## config.mk

```make
export PLATFORM = sky130hd
export DESIGN_NAME = sync_hunt_rx
export DESIGN_NICKNAME = d
export VERILOG_FILES = /design/src/rtl/sync_hunt_pkg.sv /design/src/rtl/sync_hunt_window.sv /design/src/rtl/sync_byte_assembler.sv /design/src/rtl/sync_crc_delay.sv /design/src/rtl/sync_hunt_rx.sv
export SDC_FILE = /design/constraint.sdc
export NUM_CORES = 1
export LEC_CHECK = 0
export ABC_AREA = 1
export CAP_MARGIN = 10
export CORE_AREA = 10 10 75 77
export CTS_CLUSTER_DIAMETER = 40
export DETAILED_ROUTE_END_ITERATION = 7
export DIE_AREA = 0 0 85 87
export PLACE_DENSITY_LB_ADDON = 0.25
export SYNTH_ARGS = -nofsm -noshare
export SYNTH_HDL_FRONTEND = slang
export SYNTH_SLANG_ARGS = --single-unit
```

## constraint.sdc

```tcl
create_clock -name clk -period 1.9 [get_ports clk]
set_input_delay 0.38 -clock clk [delete_from_list [all_inputs] [get_ports clk]]
set_output_delay 0.38 -clock clk [all_outputs]
set_load 0.005 [all_outputs]
```

## src/rtl/sync_hunt_pkg.sv

```systemverilog
package sync_hunt_pkg;
  typedef enum logic {
    ST_HUNT   = 1'b0,
    ST_LOCKED = 1'b1
  } hunt_state_e;

  // Next value of an LSB-first shift register: the new bit enters at the top.
  function automatic logic [7:0] shift_in8(input logic [7:0] cur, input logic b);
    return {b, cur[7:1]};
  endfunction
endpackage

```

## src/rtl/sync_hunt_window.sv

```systemverilog
module sync_hunt_window #(
  parameter int CHAR_W = 8
) (
  input  logic              clk,
  input  logic              rst_n,
  input  logic              clear,
  input  logic              shift_en,
  input  logic              bit_in,
  input  logic              bisync,
  input  logic [CHAR_W-1:0] sync1,
  input  logic [CHAR_W-1:0] sync2,
  output logic              match
);
  localparam int FILL_MAX = 2 * CHAR_W;
  localparam int FW       = $clog2(FILL_MAX + 1);

  logic [CHAR_W-1:0] hunt_q, prev_q, hunt_d, prev_d;
  logic [FW-1:0]     fill_q, fill_d;
  logic              one_ok, two_ok;

  always_comb begin
    hunt_d = {bit_in, hunt_q[CHAR_W-1:1]};
    prev_d = {hunt_q[0], prev_q[CHAR_W-1:1]};
    fill_d = (fill_q == FW'(FILL_MAX)) ? fill_q : fill_q + FW'(1);
    one_ok = (fill_d >= FW'(CHAR_W)) && (hunt_d == sync2);
    two_ok = (fill_d == FW'(FILL_MAX)) && (hunt_d == sync2) && (prev_d == sync1);
    match  = shift_en && (bisync ? two_ok : one_ok);
  end

  always_ff @(posedge clk or negedge rst_n) begin
    if (!rst_n) begin
      hunt_q <= '0;
      prev_q <= '0;
      fill_q <= '0;
    end else if (clear) begin
      hunt_q <= '0;
      prev_q <= '0;
      fill_q <= '0;
    end else if (shift_en) begin
      hunt_q <= hunt_d;
      prev_q <= prev_d;
      fill_q <= fill_d;
    end
  end
endmodule

```

## src/rtl/sync_byte_assembler.sv

```systemverilog
module sync_byte_assembler #(
  parameter int CHAR_W = 8
) (
  input  logic              clk,
  input  logic              rst_n,
  input  logic              clear,
  input  logic              bit_en,
  input  logic              bit_in,
  input  logic              out_ready,
  output logic [CHAR_W-1:0] out_data,
  output logic              out_valid
);
  localparam int CW = (CHAR_W > 1) ? $clog2(CHAR_W) : 1;

  logic [CW-1:0]     cnt_q;
  logic [CHAR_W-1:0] acc_q, acc_d;
  logic              done;

  always_comb begin
    acc_d = {bit_in, acc_q[CHAR_W-1:1]};
    done  = bit_en && (cnt_q == CW'(CHAR_W - 1));
  end

  always_ff @(posedge clk or negedge rst_n) begin
    if (!rst_n) begin
      cnt_q     <= '0;
      acc_q     <= '0;
      out_data  <= '0;
      out_valid <= 1'b0;
    end else if (clear) begin
      cnt_q     <= '0;
      acc_q     <= '0;
      out_valid <= 1'b0;
    end else begin
      if (bit_en) begin
        acc_q <= acc_d;
        cnt_q <= done ? '0 : cnt_q + CW'(1);
      end
      if (done) begin
        out_data  <= acc_d;
        out_valid <= 1'b1;
      end else if (out_ready) begin
        out_valid <= 1'b0;
      end
    end
  end
endmodule

```

## src/rtl/sync_crc_delay.sv

```systemverilog
module sync_crc_delay #(
  parameter int DELAY = 8
) (
  input  logic clk,
  input  logic rst_n,
  input  logic clear,
  input  logic bit_en,
  input  logic bit_in,
  output logic crc_bit,
  output logic crc_valid
);
  localparam int SW = $clog2(DELAY + 1);

  logic [DELAY-1:0] line_q;
  logic [SW-1:0]    seen_q;

  always_ff @(posedge clk or negedge rst_n) begin
    if (!rst_n) begin
      line_q    <= '0;
      seen_q    <= '0;
      crc_bit   <= 1'b0;
      crc_valid <= 1'b0;
    end else if (clear) begin
      line_q    <= '0;
      seen_q    <= '0;
      crc_valid <= 1'b0;
    end else begin
      crc_valid <= 1'b0;
      if (bit_en) begin
        line_q  <= {bit_in, line_q[DELAY-1:1]};
        crc_bit <= line_q[0];
        if (seen_q == SW'(DELAY)) crc_valid <= 1'b1;
        else                      seen_q    <= seen_q + SW'(1);
      end
    end
  end
endmodule

```

## src/rtl/sync_hunt_rx.sv

```systemverilog
module sync_hunt_rx #(
  parameter int CHAR_W = 8
) (
  input  logic              clk,
  input  logic              rst_n,
  input  logic              rx_bit_en,
  input  logic              rx_bit,
  input  logic              bisync_mode,
  input  logic [CHAR_W-1:0] sync_char1,
  input  logic [CHAR_W-1:0] sync_char2,
  input  logic              enter_hunt,
  output logic              locked,
  output logic              sync_detected,
  output logic [CHAR_W-1:0] out_data,
  output logic              out_valid,
  input  logic              out_ready,
  output logic              crc_bit,
  output logic              crc_valid
);
  import sync_hunt_pkg::*;

  localparam int CRC_DELAY = CHAR_W;

  hunt_state_e state_q;
  logic        win_shift, win_match, data_en;

  assign win_shift = rx_bit_en && !enter_hunt && (state_q == ST_HUNT);
  assign data_en   = rx_bit_en && !enter_hunt && (state_q == ST_LOCKED);
  assign locked    = (state_q == ST_LOCKED);

  sync_hunt_window #(.CHAR_W(CHAR_W)) u_window (
    .clk      (clk),
    .rst_n    (rst_n),
    .clear    (enter_hunt),
    .shift_en (win_shift),
    .bit_in   (rx_bit),
    .bisync   (bisync_mode),
    .sync1    (sync_char1),
    .sync2    (sync_char2),
    .match    (win_match)
  );

  always_ff @(posedge clk or negedge rst_n) begin
    if (!rst_n) begin
      state_q       <= ST_HUNT;
      sync_detected <= 1'b0;
    end else begin
      sync_detected <= 1'b0;
      if (enter_hunt) begin
        state_q <= ST_HUNT;
      end else if (win_match) begin
        state_q       <= ST_LOCKED;
        sync_detected <= 1'b1;
      end
    end
  end

  sync_byte_assembler #(.CHAR_W(CHAR_W)) u_bytes (
    .clk       (clk),
    .rst_n     (rst_n),
    .clear     (enter_hunt),
    .bit_en    (data_en),
    .bit_in    (rx_bit),
    .out_ready (out_ready),
    .out_data  (out_data),
    .out_valid (out_valid)
  );

  sync_crc_delay #(.DELAY(CRC_DELAY)) u_crc_tap (
    .clk       (clk),
    .rst_n     (rst_n),
    .clear     (enter_hunt),
    .bit_en    (data_en),
    .bit_in    (rx_bit),
    .crc_bit   (crc_bit),
    .crc_valid (crc_valid)
  );
endmodule

```

==> flow_summary.ini, run 1 <==
[timing]
worst_slack_ns = 0.2773
relSlewSlack_pct = 82.09
setup_viol = 0
skew_ns = 0.005976
hold_violations = 0
min_period_ns = 1.623
whs_ns = 0.03785
fmax_mhz = 616.3
rsz0062_at_grt = false
tightestPinTransition_ns = 0.2678
fin_crit_sh_pct = 85.41
finalSetupTns_ns = 0
maxSlewViolCount = 0

[cts]
cts_tree = built
postCtsHoldBufs = 0
cts_setup_buffers = 0
insertion_delay_ns = 0.31
clockRootBuffer = clkbuf_8
h-tree-depth = 2
clkSinkCount = 48
clk_pin_slew_ns = 0.08
cts.path.max_buffers = 2
cts-buffers-inserted = 5
cts_resized = 0

[worst_setup_path]
reg2reg_from = u_window.fill_q[0]$_DFFE_PN0P_
critPathArrivalTime_ns = 1.24
rrSetupSlack_ns = 0.40
cp_cell_sequence = clkdlybuf4s50_1
critPathMaxFanout = 4
crit_path_start_kind = register
crit_required_ns = 1.52
path_delay_family = buffers and inverters
criticalPathCategory = register to output port
reg2reg_depth = 12
path_buf_inv = 1
slowest_delay_ns = 0.53
cp.depth = 1
endpoint_kind = output port
r2r-end = locked$_DFFE_PN0P_
worstSetupStartpoint = locked$_DFFE_PN0P_
cpMaxStageDelayCell = clkdlybuf4s50_1

[global_routing]
grt_antenna_before_repair = 0
gr-usage-met3_pct = 5.431
grt.met1_usage_pct = 15.93
grt_pass1_wl_mm = 8.949
grt.total_usage_pct = 14.74
grt_busiest_layer = met2
grt_pass1_vias = 2061
overflow = 0
grt_max_degree = 49
use_met2_pct = 25.75

[finish]
final_util_pct = 68.26
drive_gt1_share_pct = 8.615
diodes = 0
nets = 353
design_area_um2 = 2890
fin_cells = 377
area_growth_pct = 24.13

[power_and_ir_drop]
ir_drop_uv = 501.1
power_density_nw_per_um2 = 690.5
p_leak_nw = 1.381
finalPower_mw = 1.996

[synth]
yosysMostFrequentCell = nand2_1
syn-mean-instance-area_um2 = 8.286
async_reset_ff_share_pct = 100.0
synth_top_area_share_pct = 51.59
synth_cells = 281
synth.top_cells.by_area = dfrtp_1 (52%), nand2_1 (11%), inv_1 (7.9%)
synth_cell_types = 26
ys_top_cells_by_count = nand2_1 (69), inv_1 (49), dfrtp_1 (48)
ys_warn_count = 0
synth_edf_count = 0
yosysTopAreaCell = dfrtp_1
yosys_most_used_dff = dfrtp_1
yosys_register_bits = 48
syn_area_um2 = 2328
syn_nets = 310
synth_seq_area_share_pct = 51.59

[outcome]
outcome = complete, no violations

[floorplan]
die_area_um2 = 7395
die_h_um = 87
initial_core_util_pct = 54.99
num_rows = 24
io_pins = 36
die_w_um = 85
core-area_um2 = 4234

[placement]
place_area_um2 = 2775
numPortBuffers = 35
place_ws_ns = 0.1448
hpwl_mm = 3.704
place_inst = 369
gp_congestion = 0.8581

[routing]
routed_wl_mm = 4.947
drtAntennaViolNets = 0
drt_iter0_markers = 104
avgViaCountPerCell = 5.101
wl_per_cell_um = 13.12
first_pass_iters = 4
drc = 0
num_vias = 1923

[worst_hold_path]
hp-class = primary input to async pin

[job]
maxCapViolations = 0
layer usage:
| metal | wire length, um | vias up | share of wire [%] |
|---|---|---|---|
| met4 | 79 | 0 | 1.6 |
| met2 | 2525 | 42 | 51 |
| met1 | 2006 | 891 | 41 |
| li1 | - | 982 | - |
| met3 | 336 | 8 | 6.8 |
| met5 | 0 | - | 0 |
registers in the layout, summed over array words and instances (netlist names), 3 cells and up:
register,cells
u_bytes.out_data,8
u_window.prev_q,7
u_crc_tap.line_q,8
u_window.fill_q,5
u_bytes.cnt_q,3
u_window.hunt_q,8
u_crc_tap.seen_q,4
cell type report:
class / count / area (um^2)
inverter: 52 / 195.2
multi-input combinational: 174 / 895.9
clock buffer: 5 / 68.82
clock inverter: 3 / 46.29
timing repair buffer: 43 / 417.9
sequential: 48 / 1201
fill: 362 / 1344
tap: 52 / 65.06
cells in the final DEF, fill, tap and decap left out:
cell type        netlist  routed
xnor2_1                1       1
clkbuf_8               0       5
a21oi_1                2       2
nand3_1               14      14
clkdlybuf4s50_1        0      34
dfrtp_1               48      48
nand3b_1               1       1
buf_4                  1       7
o21ai_1                1       1
buf_2                  4       1
nor3b_1                1       1
nand3_2                2       2
inv_1                 49      49
bufinv_16              0       1
xor2_1                 6       6
nor2_1                16      16
nand2_1               69      69
nor3_2                 1       1
inv_2                  3       3
nor2_2                 1       1
o21ai_0               20      20
nor3_1                 2       2
buf_12                 0       1
or2_2                  2       2
clkinvlp_4             0       1
nand2_2                2       2
inv_6                  0       1
ha_1                   6       6
nand4_1                3       3
o22ai_1               24      24
worst max path at each step:
stage / end / slack (ns)
after global placement: u_crc_tap.line_q[4]$_DFFE_PN0P_ / 0.18
final: locked / 0.28
after floorplan: locked$_DFFE_PN0P_ / 0.62
after CTS: locked / 0.25
after detailed placement: u_window.hunt_q[2]$_DFFE_PN0P_ / 0.14
after global routing: locked$_DFFE_PN0P_ / 0.17
power by group:
part / total, mW / switching, mW / internal, mW
sequential: 1.04 / 0.0122 / 1.03
combinational: 0.200 / 0.109 / 0.0919
clock: 0.751 / 0.355 / 0.396
cells by family after synthesis:
kind of cell	count (synthesis)	share of synthesized area, %
compound gates	47	11.39
xor+xnor	7	2.633
fa+ha+maj	6	3.224
buf+inv	59	9.941
flops	48	51.59
simple gates	114	21.23
No activity file was read; power rests on OpenSTA's default activity.
==> run 2: changes to the inputs <==
--- a/config.mk
+++ b/config.mk
@@ -7,10 +7,10 @@
 export LEC_CHECK = 0
 export ABC_AREA = 1
 export CAP_MARGIN = 10
-export CORE_AREA = 10 10 75 77
+export CORE_AREA = 10 10 80 82
 export CTS_CLUSTER_DIAMETER = 40
 export DETAILED_ROUTE_END_ITERATION = 7
-export DIE_AREA = 0 0 85 87
+export DIE_AREA = 0 0 90 92
 export PLACE_DENSITY_LB_ADDON = 0.25
 export SYNTH_ARGS = -nofsm -noshare
 export SYNTH_HDL_FRONTEND = slang
==> run 2 against run 1 <==
  * First-iteration DRC count decreased by 16%
  * Clock power shrank 16%
  * Power down 6.3%
  * Die area is 12% higher
  * Wire length fell by 3.5%
  * Count of clock-buffer cells in the layout is 1 higher
  * Critical path depth did not move
  * Sequential power about the same
  * Register-to-register slack hardly changed
  * Hold slack improved by 0.015 ns
  * Critical path type unchanged
==> flow_summary.ini, run 2 (synthesized netlist as in run 1, its figures left out) <==
[worst_setup_path]
slowest_delay_ns = 0.53
crit_path_start_kind = register
cpMaxStageDelayCell = clkdlybuf4s50_1
critPathArrivalTime_ns = 1.24
cp_cell_sequence = clkdlybuf4s50_1
path_delay_family = buffers and inverters
critPathMaxFanout = 4
endpoint_kind = output port
crit_required_ns = 1.52
criticalPathCategory = register to output port
path_buf_inv = 1

[timing]
relSlewSlack_pct = 81.40
min_period_ns = 1.619
finalSetupTns_ns = 0
setup_viol = 0
tightestPinTransition_ns = 0.2781
skew_ns = 0.004769
hold_violations = 0
maxSlewViolCount = 0
rsz0062_at_grt = false
fin_crit_sh_pct = 85.23
fmax_mhz = 617.5

[cts]
cts-buffers-inserted = 5
cts_resized = 0
clkSinkCount = 48
cts_tree = built
cts.path.max_buffers = 2
clockRootBuffer = clkbuf_8
h-tree-depth = 2
insertion_delay_ns = 0.30
postCtsHoldBufs = 0
clk_pin_slew_ns = 0.08
cts_setup_buffers = 0

[floorplan]
die_w_um = 90
core-area_um2 = 4912
die_area_um2 = 8280
die_h_um = 92
num_rows = 26
io_pins = 36
initial_core_util_pct = 47.40

[power_and_ir_drop]
ir_drop_uv = 573.8
power_density_nw_per_um2 = 650.7
p_leak_nw = 1.355

[routing]
drt_iter0_markers = 87
drtAntennaViolNets = 0
num_vias = 1904
wl_per_cell_um = 12.18
drc = 0
routed_wl_mm = 4.774
avgViaCountPerCell = 4.857
first_pass_iters = 4

[finish]
largest_registers = u_bytes.out_data: 8 flops, u_crc_tap.line_q: 8 flops, u_window.hunt_q: 8 flops
nets = 350
final_util_pct = 58.48
layout_common_cells = nand2_1 (69), inv_1 (49), dfrtp_1 (48)
area_growth_pct = 23.37
drive_gt1_share_pct = 7.764
mostFrequentLayoutCell = nand2_1
fin_cells = 392
diodes = 0

[placement]
place_inst = 384
hpwl_mm = 3.499
gp_congestion = 0.7848
numPortBuffers = 35

[worst_hold_path]
hp-class = primary input to async pin

[job]
maxCapViolations = 0

[global_routing]
grt_antenna_before_repair = 0
grt_pass1_vias = 1882
grt_pass1_wl_mm = 8.293
grt.total_usage_pct = 12.09
grt_max_degree = 49
overflow = 0

[outcome]
outcome = complete, no violations
run 2: cell types whose count changed in the layout (fill, tap and decap cells not counted), sizes merged:
cell and change:
buf -3, clkinvlp +1, bufinv -1, clkbuf +1, inv -1
run 2: path summary, 6_finish.rpt:
kind	start	endpoint	slack (ns)	cells past startpoint
max	locked$_DFFE_PN0P_	locked	0.28	1
min	rst_n	u_window.fill_q[0]$_DFFE_PN0P_	0.05	2
max reg2reg	u_window.fill_q[0]$_DFFE_PN0P_	locked$_DFFE_PN0P_	0.41	12
min reg2reg	u_bytes.cnt_q[0]$_DFFE_PN0P_	u_bytes.cnt_q[0]$_DFFE_PN0P_	0.50	1
max in group asynchronous	rst_n	u_window.prev_q[7]$_DFFE_PN0P_	1.64	2
min in group clk	u_bytes.cnt_q[0]$_DFFE_PN0P_	u_bytes.cnt_q[0]$_DFFE_PN0P_	0.50	1
run 2: report_power, final:
part	internal (mW)	total, mW	switching (mW)
clock network	0.295	0.630	0.335
registers	1.03	1.04	0.0126
logic	0.0879	0.195	0.107
run 2: layer usage:
metal  wire length (um)  up-vias  track usage [%]
li1                   -      973                -
met1               2173      884            14.42
met2               2242       41            19.79
met3                291        6            4.319
met4                 67        0            4.244
met5                  0        -                0
run 2: worst register-to-register path: cells and delay by family, from the launching register on:
kind | cells | cell delay, ns
adders and majority gates | 1 | 0.15
and+or+nand+nor | 9 | 0.64
buffers and inverters | 2 | 0.20
DFF | 1 | 0.43
run 2: metrics by stage:
stage / hold slack [ns] / worst slack (ns) / total power [mW] / area, um^2
after CTS: 0.04970 / 0.2435 / 1.900 / 2873
after global placement: 0.3831 / 0.2126 / 1.258 / 2775
after floorplan: 0.08441 / 0.6177 / 1.161 / 2328
after global routing: 0.05155 / 0.2240 / 1.970 / 2873
after detailed placement: 0.3812 / 0.1533 / 1.260 / 2775
final: 0.05294 / 0.2806 / 1.869 / 2873
run 2: final cells by class:
| class | instances | area, um^2 |
|---|---|---|
| flip-flops and latches | 48 | 1201 |
| clock buffers | 6 | 82.58 |
| inverters | 52 | 195.2 |
| clock inverters | 2 | 15.01 |
| well taps | 70 | 87.58 |
| fillers | 449 | 2039 |
| multi-input cells | 174 | 895.9 |
| repair buffers | 40 | 395.4 |
==> run 3: changes to the inputs <==
--- a/config.mk
+++ b/config.mk
@@ -12,6 +12,8 @@
 export DETAILED_ROUTE_END_ITERATION = 7
 export DIE_AREA = 0 0 90 92
 export PLACE_DENSITY_LB_ADDON = 0.25
+export RECOVER_POWER = 100
+export SLEW_MARGIN = 10
 export SYNTH_ARGS = -nofsm -noshare
 export SYNTH_HDL_FRONTEND = slang
 export SYNTH_SLANG_ARGS = --single-unit
==> run 3 against run 2 <==
  * Hold slack gained 0.33 ns
  * Via count shrank 0.26%
  * Power shrank 0.36%
  * Cell count is the same
  * Sequential cell count is the same
  * Clock skew grew 0.00091 ns
  * Die area is the same
  * Combinational power shrank 4%
  * Register-to-register slack is essentially flat
  * Core utilization shrank 0.56 points
  * Sequential share of layout area grew 0.40 points
  * Sequential power is essentially flat
  * Largest cell class unchanged
  * Largest power group unchanged
  * Highest routed layer unchanged
==> flow_summary.ini, run 3 (synthesized netlist as in run 1, its figures left out) <==
[outcome]
outcome = complete, no violations

[timing]
relSlewSlack_pct = 22.82
fin_crit_sh_pct = 88.63
maxSlewViolCount = 0
setup_viol = 0
tightestPinTransition_ns = 1.158
min_period_ns = 1.684
hold_violations = 0
finalSetupTns_ns = 0
rsz0062_at_grt = false
fmax_mhz = 593.8
skew_ns = 0.005678

[cts]
cts_tree = built
cts_resized = 0
cts_setup_buffers = 0
clkSinkCount = 48
cts.path.max_buffers = 2
clockRootBuffer = clkbuf_8
cts-buffers-inserted = 5
postCtsHoldBufs = 0
h-tree-depth = 2
insertion_delay_ns = 0.30
clk_pin_slew_ns = 0.08

[global_routing]
grt.total_usage_pct = 12.09
grt_pass1_wl_mm = 8.293
grt_max_degree = 49
overflow = 0
grt_pass1_vias = 1882
grt_antenna_before_repair = 0

[finish]
design_area_um2 = 2845
area_growth_pct = 22.19
mostFrequentLayoutCell = nand2_1
final_util_pct = 57.92
drive_gt1_share_pct = 5.901
fillers = 453
largest_registers = u_bytes.out_data: 8 flops, u_crc_tap.line_q: 8 flops, u_window.hunt_q: 8 flops
diodes = 0
multi_input_area_um2 = 883.3
layout_common_cells = nand2_1 (70), inv_1 (52), dfrtp_1 (48)
nets = 350
seq_area_um2 = 1201

[worst_setup_path]
path_delay_family = buffers and inverters
path_buf_inv = 1
slowest_delay_ns = 0.59
crit_required_ns = 1.52
critPathArrivalTime_ns = 1.30
endpoint_kind = output port
critPathMaxFanout = 4
criticalPathCategory = register to output port
cpMaxStageDelayCell = dlygate4sd3_1
cp_cell_sequence = dlygate4sd3_1
crit_path_start_kind = register

[placement]
place_area_um2 = 2775
hpwl_mm = 3.499
numPortBuffers = 35
gp_congestion = 0.7848

[floorplan]
initial_core_util_pct = 47.40
die_h_um = 92
core-area_um2 = 4912
num_rows = 26
die_w_um = 90
die_area_um2 = 8280
io_pins = 36

[power_and_ir_drop]
p_leak_nw = 1.400
power_density_nw_per_um2 = 654.7
ir_drop_uv = 574.5

[job]
maxCapViolations = 0

[routing]
drtAntennaViolNets = 0
drt_iter0_markers = 70
num_vias = 1899
avgViaCountPerCell = 4.844
drc = 0
first_pass_iters = 4
wl_per_cell_um = 12.16
routed_wl_mm = 4.767

[worst_hold_path]
hp-class = primary input to async pin
[run 3: cell type report]
type / instances / area share (%)
clock buffers: 6 / 2.902
clock inverters: 2 / 0.5277
inverters: 52 / 6.860
multi-input cells: 174 / 31.05
flip-flops and latches: 48 / 42.22
well taps: 70 / 3.078
repair buffers: 40 / 13.37
[run 3: per-layer routing]
layer / vias to the layer above / GRT usage [%] / routed length [um]
li1: 972 / - / -
met1: 881 / 14.42 / 2170
met2: 40 / 19.79 / 2244
met3: 6 / 4.319 / 284
met4: 0 / 4.244 / 67
met5: - / 0 / 0
[run 3: final timing paths]
| check | start | end | slack [ns] | cells past startpoint |
|---|---|---|---|---|
| min in group clk | u_bytes.out_data[4]$_DFFE_PN0P_ | u_bytes.out_data[4]$_DFFE_PN0P_ | 0.49 | 2 |
| worst min-delay path | rst_n | u_crc_tap.crc_valid$_DFF_PN0_ | 0.39 | 2 |
| max in group asynchronous | rst_n | u_crc_tap.crc_bit$_DFFE_PN0P_ | 0.82 | 2 |
| worst min register to register | u_bytes.out_data[4]$_DFFE_PN0P_ | u_bytes.out_data[4]$_DFFE_PN0P_ | 0.49 | 2 |
| worst max register to register | u_window.fill_q[0]$_DFFE_PN0P_ | locked$_DFFE_PN0P_ | 0.40 | 12 |
| worst max-delay path | locked$_DFFE_PN0P_ | locked | 0.22 | 1 |
[run 3: power by group]
part           internal (mW)  leakage [nW]  switching [mW]
combinational         0.0836         0.689           0.105
clock                  0.295        0.0434           0.335
sequential              1.03         0.667          0.0123
total                   1.41          1.40           0.452
[run 3: stage by stage]
stage | std cells | worst slack [ns] | hold slack, ns | total power [mW]
6_report | 392 | 0.2160 | 0.3855 | 1.863
3_5_place_dp | 384 | 0.1533 | 0.3812 | 1.260
2_1_floorplan | 281 | 0.6177 | 0.08441 | 1.161
3_3_place_gp | 384 | 0.2126 | 0.3831 | 1.258
5_1_grt | 392 | 0.1486 | 0.4705 | 1.964
4_1_cts | 392 | 0.2435 | 0.04970 | 1.900
